`config.mk`:
```
export PLATFORM = sky130hd
export DESIGN_NAME = plcp_status_mon
export DESIGN_NICKNAME = d
export VERILOG_FILES = /design/src/rtl/plcp_mon_pkg.sv /design/src/rtl/plcp_stat_capture.sv /design/src/rtl/plcp_alarm_filter.sv /design/src/rtl/plcp_rei_accum.sv /design/src/rtl/plcp_status_mon.sv
export SDC_FILE = /design/constraint.sdc
export NUM_CORES = 1
export LEC_CHECK = 0
export ABC_AREA = 1
export BUFFER_PORTS_ARGS = -buffer_cell sky130_fd_sc_hd__buf_2
export CAP_MARGIN = 20
export CORE_MARGIN = 2
export CORE_UTILIZATION = 50
export DETAILED_ROUTE_END_ITERATION = 8
export GPL_ROUTABILITY_DRIVEN = 0
export GPL_TIMING_DRIVEN = 0
export HOLD_SLACK_MARGIN = 0.02
export PLACE_DENSITY_LB_ADDON = 0.15
export SLEW_MARGIN = 5
export SYNTH_ARGS = -nofsm -noshare
export SYNTH_HDL_FRONTEND = slang
export SYNTH_SLANG_ARGS = --single-unit
```
`constraint.sdc`:
```
create_clock -name clk -period 5.2 [get_ports clk]
set_input_delay 0.26 -clock clk [delete_from_list [all_inputs] [get_ports clk]]
set_output_delay 0.26 -clock clk [all_outputs]
set_load 0.1 [all_outputs]
```
`src/rtl/plcp_mon_pkg.sv`:
```
package plcp_mon_pkg;

   localparam int STAT_W = 8;   // width of the path status byte
   localparam int REI_W  = 4;   // width of the remote error field (MSBs)

   typedef struct packed {
      logic             flag;   // remote alarm flag
      logic [REI_W-1:0] rei;    // remote error value
   } stat_fields_t;

endpackage

```
`src/rtl/plcp_stat_capture.sv`:
```
module plcp_stat_capture
   import plcp_mon_pkg::*;
#(
   parameter int ALM_POS = 5    // alarm flag position, 1 = MSB
) (
   input  logic                clk,
   input  logic                rst_n,
   input  logic [STAT_W-1:0]   stat_byte,
   input  logic                stat_vld,
   input  logic                frame_sof,
   output logic                commit,
   output stat_fields_t        fields
);

   localparam int FLAG_IDX = STAT_W - ALM_POS;
   localparam logic [STAT_W-1:0] USED_MASK =
      (((STAT_W)'(1) << REI_W) - 1) << (STAT_W - REI_W) | ((STAT_W)'(1) << FLAG_IDX);

   generate
      if (ALM_POS <= REI_W || ALM_POS > STAT_W) begin : g_bad_pos
         $error("ALM_POS must select a bit outside the error field");
      end
   endgenerate

   logic [STAT_W-1:0] byte_q;
   logic              pend_q;
   logic              unused_rest;

   always_ff @(posedge clk) begin
      if (!rst_n) begin
         byte_q <= '0;
         pend_q <= 1'b0;
      end else begin
         if (stat_vld) begin
            byte_q <= stat_byte;
         end
         if (stat_vld) begin
            pend_q <= 1'b1;
         end else if (frame_sof) begin
            pend_q <= 1'b0;
         end
      end
   end

   assign commit      = frame_sof & pend_q;
   assign fields.flag = byte_q[FLAG_IDX];
   assign fields.rei  = byte_q[STAT_W-1 -: REI_W];
   assign unused_rest = ^(byte_q & ~USED_MASK);


   commit_needs_byte_chk: assert property (@(posedge clk) disable iff (!rst_n)
      (commit && !stat_vld) |=> !pend_q);

endmodule

```
`src/rtl/plcp_alarm_filter.sv`:
```
module plcp_alarm_filter #(
   parameter int RUN_LEN = 10
) (
   input  logic clk,
   input  logic rst_n,
   input  logic commit,
   input  logic flag,
   output logic alarm,
   output logic alarm_chg
);

   localparam int RUN_W = (RUN_LEN > 1) ? $clog2(RUN_LEN) : 1;
   localparam logic [RUN_W-1:0] RUN_LAST = RUN_W'(RUN_LEN - 1);

   generate
      if (RUN_LEN < 2) begin : g_bad_run
         $error("RUN_LEN must be at least 2");
      end
   endgenerate

   logic             alarm_q;
   logic             chg_q;
   logic [RUN_W-1:0] run_q;
   logic             disagree;

   assign disagree = flag ^ alarm_q;

   always_ff @(posedge clk) begin
      if (!rst_n) begin
         alarm_q <= 1'b0;
         chg_q   <= 1'b0;
         run_q   <= '0;
      end else begin
         chg_q <= 1'b0;
         if (commit) begin
            if (!disagree) begin
               run_q <= '0;
            end else if (run_q == RUN_LAST) begin
               run_q   <= '0;
               alarm_q <= flag;
               chg_q   <= 1'b1;
            end else begin
               run_q <= run_q + 1'b1;
            end
         end
      end
   end

   assign alarm     = alarm_q;
   assign alarm_chg = chg_q;


   toggle_has_pulse_chk: assert property (@(posedge clk) disable iff (!rst_n)
      (alarm_q != $past(alarm_q)) |-> chg_q);


   pulse_single_chk: assert property (@(posedge clk) disable iff (!rst_n)
      chg_q |=> !chg_q);


   run_bound_chk: assert property (@(posedge clk) disable iff (!rst_n)
      run_q <= RUN_LAST);


   idle_hold_chk: assert property (@(posedge clk) disable iff (!rst_n)
      !commit |=> ($stable(alarm_q) && $stable(run_q)));

endmodule

```
`src/rtl/plcp_rei_accum.sv`:
```
module plcp_rei_accum
   import plcp_mon_pkg::*;
#(
   parameter int CNT_W   = 16,
   parameter int REI_MAX = 8
) (
   input  logic             clk,
   input  logic             rst_n,
   input  logic             commit,
   input  logic [REI_W-1:0] rei,
   input  logic             rd_req,
   output logic [CNT_W-1:0] err_hold
);

   generate
      if (CNT_W <= REI_W) begin : g_bad_cnt
         $error("CNT_W must exceed the error field width");
      end
      if (REI_MAX >= (1 << REI_W)) begin : g_bad_max
         $error("REI_MAX must be representable in the error field");
      end
   endgenerate

   logic [CNT_W-1:0] cnt_q;
   logic [CNT_W-1:0] hold_q;
   logic [REI_W-1:0] weight;
   logic [CNT_W:0]   sum;
   logic [CNT_W-1:0] sat_sum;

   always_comb begin
      weight = '0;
      if (commit && (rei <= REI_W'(REI_MAX))) begin
         weight = rei;
      end
   end

   assign sum     = {1'b0, cnt_q} + (CNT_W + 1)'(weight);
   assign sat_sum = sum[CNT_W] ? '1 : sum[CNT_W-1:0];

   always_ff @(posedge clk) begin
      if (!rst_n) begin
         cnt_q  <= '0;
         hold_q <= '0;
      end else if (rd_req) begin
         hold_q <= cnt_q;
         cnt_q  <= CNT_W'(weight);
      end else begin
         cnt_q <= sat_sum;
      end
   end

   assign err_hold = hold_q;


   sat_stays_chk: assert property (@(posedge clk) disable iff (!rst_n)
      (cnt_q == '1 && !rd_req) |=> cnt_q == '1);


   latch_copy_chk: assert property (@(posedge clk) disable iff (!rst_n)
      rd_req |=> hold_q == $past(cnt_q));


   step_bound_chk: assert property (@(posedge clk) disable iff (!rst_n)
      !rd_req |=> (cnt_q >= $past(cnt_q)) && (cnt_q - $past(cnt_q) <= CNT_W'(REI_MAX)));


   no_commit_chk: assert property (@(posedge clk) disable iff (!rst_n)
      (!commit && !rd_req) |=> $stable(cnt_q));

endmodule

```
`src/rtl/plcp_status_mon.sv`:
```
module plcp_status_mon
   import plcp_mon_pkg::*;
#(
   parameter int RUN_LEN = 10,
   parameter int CNT_W   = 16,
   parameter int REI_MAX = 8,
   parameter int ALM_POS = 5
) (
   input  logic             clk,
   input  logic             rst_n,
   input  logic [7:0]       stat_byte,
   input  logic             stat_vld,
   input  logic             frame_sof,
   input  logic             rd_req,
   output logic             alarm,
   output logic             alarm_chg,
   output logic [CNT_W-1:0] err_hold
);

   generate
      if (STAT_W != 8) begin : g_bad_w
         $error("status byte width must be 8");
      end
   endgenerate

   logic         commit;
   stat_fields_t fields;

   plcp_stat_capture #(
      .ALM_POS (ALM_POS)
   ) i_capture (
      .clk       (clk),
      .rst_n     (rst_n),
      .stat_byte (stat_byte),
      .stat_vld  (stat_vld),
      .frame_sof (frame_sof),
      .commit    (commit),
      .fields    (fields)
   );

   plcp_alarm_filter #(
      .RUN_LEN (RUN_LEN)
   ) i_filter (
      .clk       (clk),
      .rst_n     (rst_n),
      .commit    (commit),
      .flag      (fields.flag),
      .alarm     (alarm),
      .alarm_chg (alarm_chg)
   );

   plcp_rei_accum #(
      .CNT_W   (CNT_W),
      .REI_MAX (REI_MAX)
   ) i_accum (
      .clk      (clk),
      .rst_n    (rst_n),
      .commit   (commit),
      .rei      (fields.rei),
      .rd_req   (rd_req),
      .err_hold (err_hold)
   );


   reset_quiet_chk: assert property (@(posedge clk)
      !rst_n |=> (!alarm && !alarm_chg && err_hold == '0));

endmodule

```
; ---- Yosys cells after proc, flatten, opt, wreduce, memory -nomap -nowiden
; Cells that the tools add are included.
[totals]
register_bits = 47
in_bits = 13
out_inout_bits = 18
wordCells = 28
[op_classes]
addsub = 2
n_lt_le_gt_ge = 1
n_eq_ne = 1
muxes = 8
n_bitwise = 3
n_reduce_logical = 5
[ops]
columns = operator, count
row1 = $add 16x4->17, 1
row2 = $mux 16, 1
row3 = $mux 4, 4
row4 = $reduce_and 3->1, 2
row5 = $add 4x1->4 const B, 1
row6 = $eq 4x4->1 const B, 1
row7 = $le 4x4->1 const B, 1
row8 = $mux 1, 3
row9 = $reduce_bool 2->1, 1
row10 = $reduce_or 2->1, 1
row11 = $and 1x1->1, 1
row12 = $logic_and 1x1->1, 1
row13 = $not 1->1, 1
row14 = $xor 1x1->1, 1

; ---- Logic depth before layout (Yosys ltp)
[logic_depth]
word_depth = 6
mapped_depth = 16
ltp_nobuf = 16

; ---- By module
; A second synthesis with hierarchy kept.
[unflattened]
cells_unflattened = 309
hier_area_um2 = 2229.6
[modules_own_cells]
columns = module, instances, cells_per_inst, area_per_inst_um2
row1 = plcp_rei_accum, 1, 238, 1687.9
row2 = plcp_alarm_filter, 1, 43, 327.8
row3 = plcp_stat_capture, 1, 28, 214.0

; ---- Least setup slack after synthesis
; No wires, ideal clock.
[synth_path]
path_kind = register to register
startpoint = register i_capture.byte_q[6]
endpoint = register i_accum.cnt_q[11]
setup_time_ps = 109
t_arrival_ps = 1878
slack_ps = 3213
stages_incl_launch_ff = 17
synth_period_minus_slack_ps = 1987
path_cell_list = dfxtp_1 -> inv_1 -> nand3_1 -> a21oi_1 -> nand2_1 -> inv_1 -> ha_1 -> fa_1 -> nand2_1 -> nand3_1 -> nand2_2 -> nor2_4 -> nand2_2 -> buf_6 -> nand3_2 -> nand2_1 -> inv_1
[synth_between]
elab_chain_len = 5
[synth_lines]
columns = element, line
row1 = start: declaration, plcp_stat_capture.sv:25  ; logic [STAT_W-1:0] byte_q;
row2 = start signal: assignment, plcp_stat_capture.sv:35  ; byte_q <= stat_byte;
row3 = $le 4x4->1, plcp_rei_accum.sv:32  ; if (commit && (rei <= REI_W'(REI_MAX))) begin
row4 = $logic_and 1x1->1, plcp_rei_accum.sv:32
row5 = $mux 4 *, plcp_rei_accum.sv:32
row6 = $add 16x4->17 *, plcp_rei_accum.sv:37  ; assign sum = {1'b0, cnt_q} + (CNT_W + 1)'(weight);
row7 = $mux 16 *, plcp_rei_accum.sv:38  ; assign sat_sum = sum[CNT_W] ? '1 : sum[CNT_W-1:0];
row8 = end signal: assignment, plcp_rei_accum.sv:46  ; cnt_q <= CNT_W'(weight);
row9 = end signal: assignment, plcp_rei_accum.sv:48  ; cnt_q <= sat_sum;
row10 = end: declaration, plcp_rei_accum.sv:24  ; logic [CNT_W-1:0] cnt_q;
; Mark *: on every way between the ends. The rest lies on a longest branch, timed or not.
; A chain may end at the register's enable or synchronous reset.

; ---- Final worst setup path
[layout_path]
startpoint = register i_capture.byte_q[6]
endpoint = register i_accum.cnt_q[14]
; Same word-level chain as after synthesis.

==> flow_summary_export.csv <==
group,metric,value,unit
power,powerDensity,270,nW/um2
cells_and_area,nNetsFinal,352,
route,wl_met2,1820,um
synthesis,yosysWarnings,0,
synthesis,synth.distinct_cells,27,
synthesis,yosys-top-cells-count,"55 x nand2_1, 52 x nor2_1, 44 x dfxtp_1, 32 x inv_1, 25 x a21oi_1",
worst_setup_path,startpoint_type,"flop",
floorplanning,boundaryPins,31,
cts,htreeDepth,2,
floorplanning,initial_core_util,52.5,%
synthesis,yosys.area.top_type,"dfxtp_1",
synthesis,synthMuxAreaShare,0,%
route,routedWlPerCell,11.5,um
synthesis,syn_area_per_cell,7.12,um2
synthesis,synth_seq_cells,44,
synthesis,synthAdderAreaFrac,4.47,%
synthesis,synth_top_area_share,41.4,%
floorplanning,coreArea,4060,um2
worst_setup_path,worstPathMaxFanout,4,
cts,cts_tree,"yes",
global_route,grt_pass1_wl,7650,um
synthesis,synth_edf_count,0,
cts,clk_pin_slew,0.08,ns
sta,worst_pin_slew,0.486,ns
run_status,status,"finished clean",
power,switchingPower,188,uW
cts,cts_setup_buffers,0,
sta,setup_violations,0,
route,vias,1921,
synthesis,synth_compound_area_share,12.8,%
synthesis,synth.area.top_cells,"dfxtp_1 41%, nand2_1 9.7%, nor2_1 9.2%, a21oi_1 5.9%, o21ai_0 5.6%",
synthesis,synth_top_flop_cell,"dfxtp_1",
synthesis,async_flop_share,0,%
floorplanning,rows,23,
sta,period_needed,2.30,ns
synthesis,seq_area_frac_synth,41.4,%
sta,final.setup.worst_slack,2.90,ns
cells_and_area,drive_above_1_share,14.5,%
route,ant_nets,0,
route,drc,0,
global_route,grt_usage,19.6,%
worst_setup_path,arrival,2.49,ns
flow_run,cap_viol_max_count,0,
route,viasPerCell,5.03,
global_route,grt_overflow,0,
synthesis,syn_area,2130,um2
synthesis,netlist_instances,299,
place,dp_hpwl,3380,um
power,p_comb_share,14.8,%
cts,cts_inserted_buffers,5,
power,seqPwrFrac,54.7,%
synthesis,synth_top_family_by_area,"simple AND/OR/NAND/NOR gates",
worst_setup_path,worstSetupPathType,"reg2reg",
synthesis,synth_xor_area_share,2.88,%
route,drtIter0Drc,78,
route,wl_met1,2240,um
cts,clockRootBuffer,"clkbuf_8",
route,routed-wl-met3,234,um
route,wl,4370,um
power,cellLeakagePower,0.00113,uW
sta,hold_slack,0.188,ns
power,vdd_drop_max,0.000230,V
sta,fin_skew,0.00553,ns
global_route,grt_max_degree,13,
floorplanning,die_x,69.2,um
floorplanning,die_y,69.2,um
route,topRoutingLayerUsed,"met4",
cts,clk_latency,0.29,ns
place,port_buffers,26,
sta,slew_headroom,67.8,%
cts,ctsResizeCount,0,
synthesis,syn-num-nets,319,
sta,period_share,44.2,%
hold_path,min_path_type,"in2reg",
cells_and_area,insertedDiodeCount,0,
power,internal_power,460,uW
floorplanning,die-area,4790,um2
worst_setup_path,cp.required,5.39,ns
place,pre_cts_slack,2.86,ns
worst_setup_path,endpoint_kind,"flop",
cts,cts.sinks,44,
sta,slew_viol_final,0,
sta,fmax,435,MHz
route,drt_first_pass_iters,5,
sta,fin_setup_tns,0,ns
synthesis,synth.most_common_cell,"nand2_1",
cts,clockBufferDepth,2,
power,pwr-share-clk,30.5,%
cts,hold_buffers,0,
cells_and_area,fillCellCount,415,
synthesis,yosys.area_share.simple,30.9,%
power,power.share.switching,29.1,%
sta,rsz0062_at_grt,"no",
cells_and_area,area_delta_synth_final,12.7,%
global_route,antenna_found_initial,0,
sta,hold_viol,0,
global_route,grt_pass1_vias,1769,
power,power,648,uW
[logic make-up (layout without fill, tap and decap cells)]
| group | count (synthesis) | count (layout) |
|---|---|---|
| AO/OA/AOI/OAI | 52 | 52 |
| XOR/XNOR | 7 | 7 |
| adder cells (fa/ha/maj) | 7 | 7 |
| buffers and inverters | 41 | 74 |
| AND/OR/NAND/NOR | 148 | 148 |
| flip-flops | 44 | 44 |
[through the flow]
stage | utilization, % | cell area, um2 | std cells
after floorplan | - | 2130 | 299
after global placement | 57.2 | 2320 | 375
after detailed placement | 57.2 | 2320 | 375
after CTS | 59.1 | 2400 | 382
after global routing | 59.1 | 2400 | 382
final | 59.1 | 2400 | 382
[registers in the layout, indices dropped and copies added (netlist names)]
signal and flops:
i_accum.err_hold 16, i_capture.pend_q 1, i_filter.alarm_chg 1, i_filter.alarm 1, i_capture.byte_q 5, i_filter.run_q 4, i_accum.cnt_q 16
[critical path: stages (launching register included)]
cell and delay [ns]:
dfxtp_1 0.32, inv_1 0.07, nand3_1 0.09, a21oi_1 0.27, nand2_1 0.11, inv_1 0.07, ha_1 0.24, fa_1 0.22
nand2_1 0.09, nand3_1 0.09, nand2_2 0.09, nor2_1 0.25, nand2_1 0.08, nand2_1 0.08, nand3_2 0.05, nand2_1 0.05
inv_1 0.04
[layout make-up]
cell class              instances  area [um2]  area share [%]
multi-input cells             214        1090            45.3
clock buffers                   6        72.6            3.03
clock inverters                 1        5.00           0.209
inverters                      34         128            5.32
well taps                      50        62.6            2.61
plain buffers                   7        33.8            1.41
repair buffers                 26         130            5.43
flip-flops and latches         44         881            36.7
[cell usage in the layout, fill, tap and decap left out, drive strengths merged]
cell,instances
a21oi,26
and2,1
buf,28
clkbuf,11
clkinv,2
dfxtp,44
fa,1
ha,6
inv,33
nand2,59
nand3,27
nand3b,1
nand4,1
nor2,55
nor3,2
o211a,1
o21a,1
o21ai,24
or2,2
xnor2,3
xor2,4
[layer usage]
layer	global-route usage (%)	vias to the layer above
met5	0	-
met4	7.63	0
met3	4.22	7
met2	30.0	48
met1	27.0	847
li1	-	1019
[worst paths after layout]
path              depth (start not counted)  slack (ns)                                to                              from
setup / recovery                         16        2.90      i_accum.cnt_q[14]$_SDFF_PP0_  i_capture.byte_q[6]$_SDFFE_PN0P_
hold / removal                            3        0.19  i_capture.byte_q[7]$_SDFFE_PN0P_                      stat_byte[7]
setup reg to reg                         16        2.90      i_accum.cnt_q[14]$_SDFF_PP0_  i_capture.byte_q[6]$_SDFFE_PN0P_
hold reg to reg                           2        0.46     i_capture.pend_q$_SDFFE_PN0P_     i_capture.pend_q$_SDFFE_PN0P_
[power groups by stage]
| stage | Combinational, uW | Sequential, uW | Clock, uW |
|---|---|---|---|
| after floorplan | 32.0 | 407 | 0 |
| after global placement | 95.5 | 362 | 0 |
| after detailed placement | 96.2 | 362 | 0 |
| after CTS | 96.7 | 354 | 208 |
| after global routing | 104 | 356 | 218 |
| final | 96.0 | 354 | 198 |
Note: power is estimated with default switching activity, not from simulation.
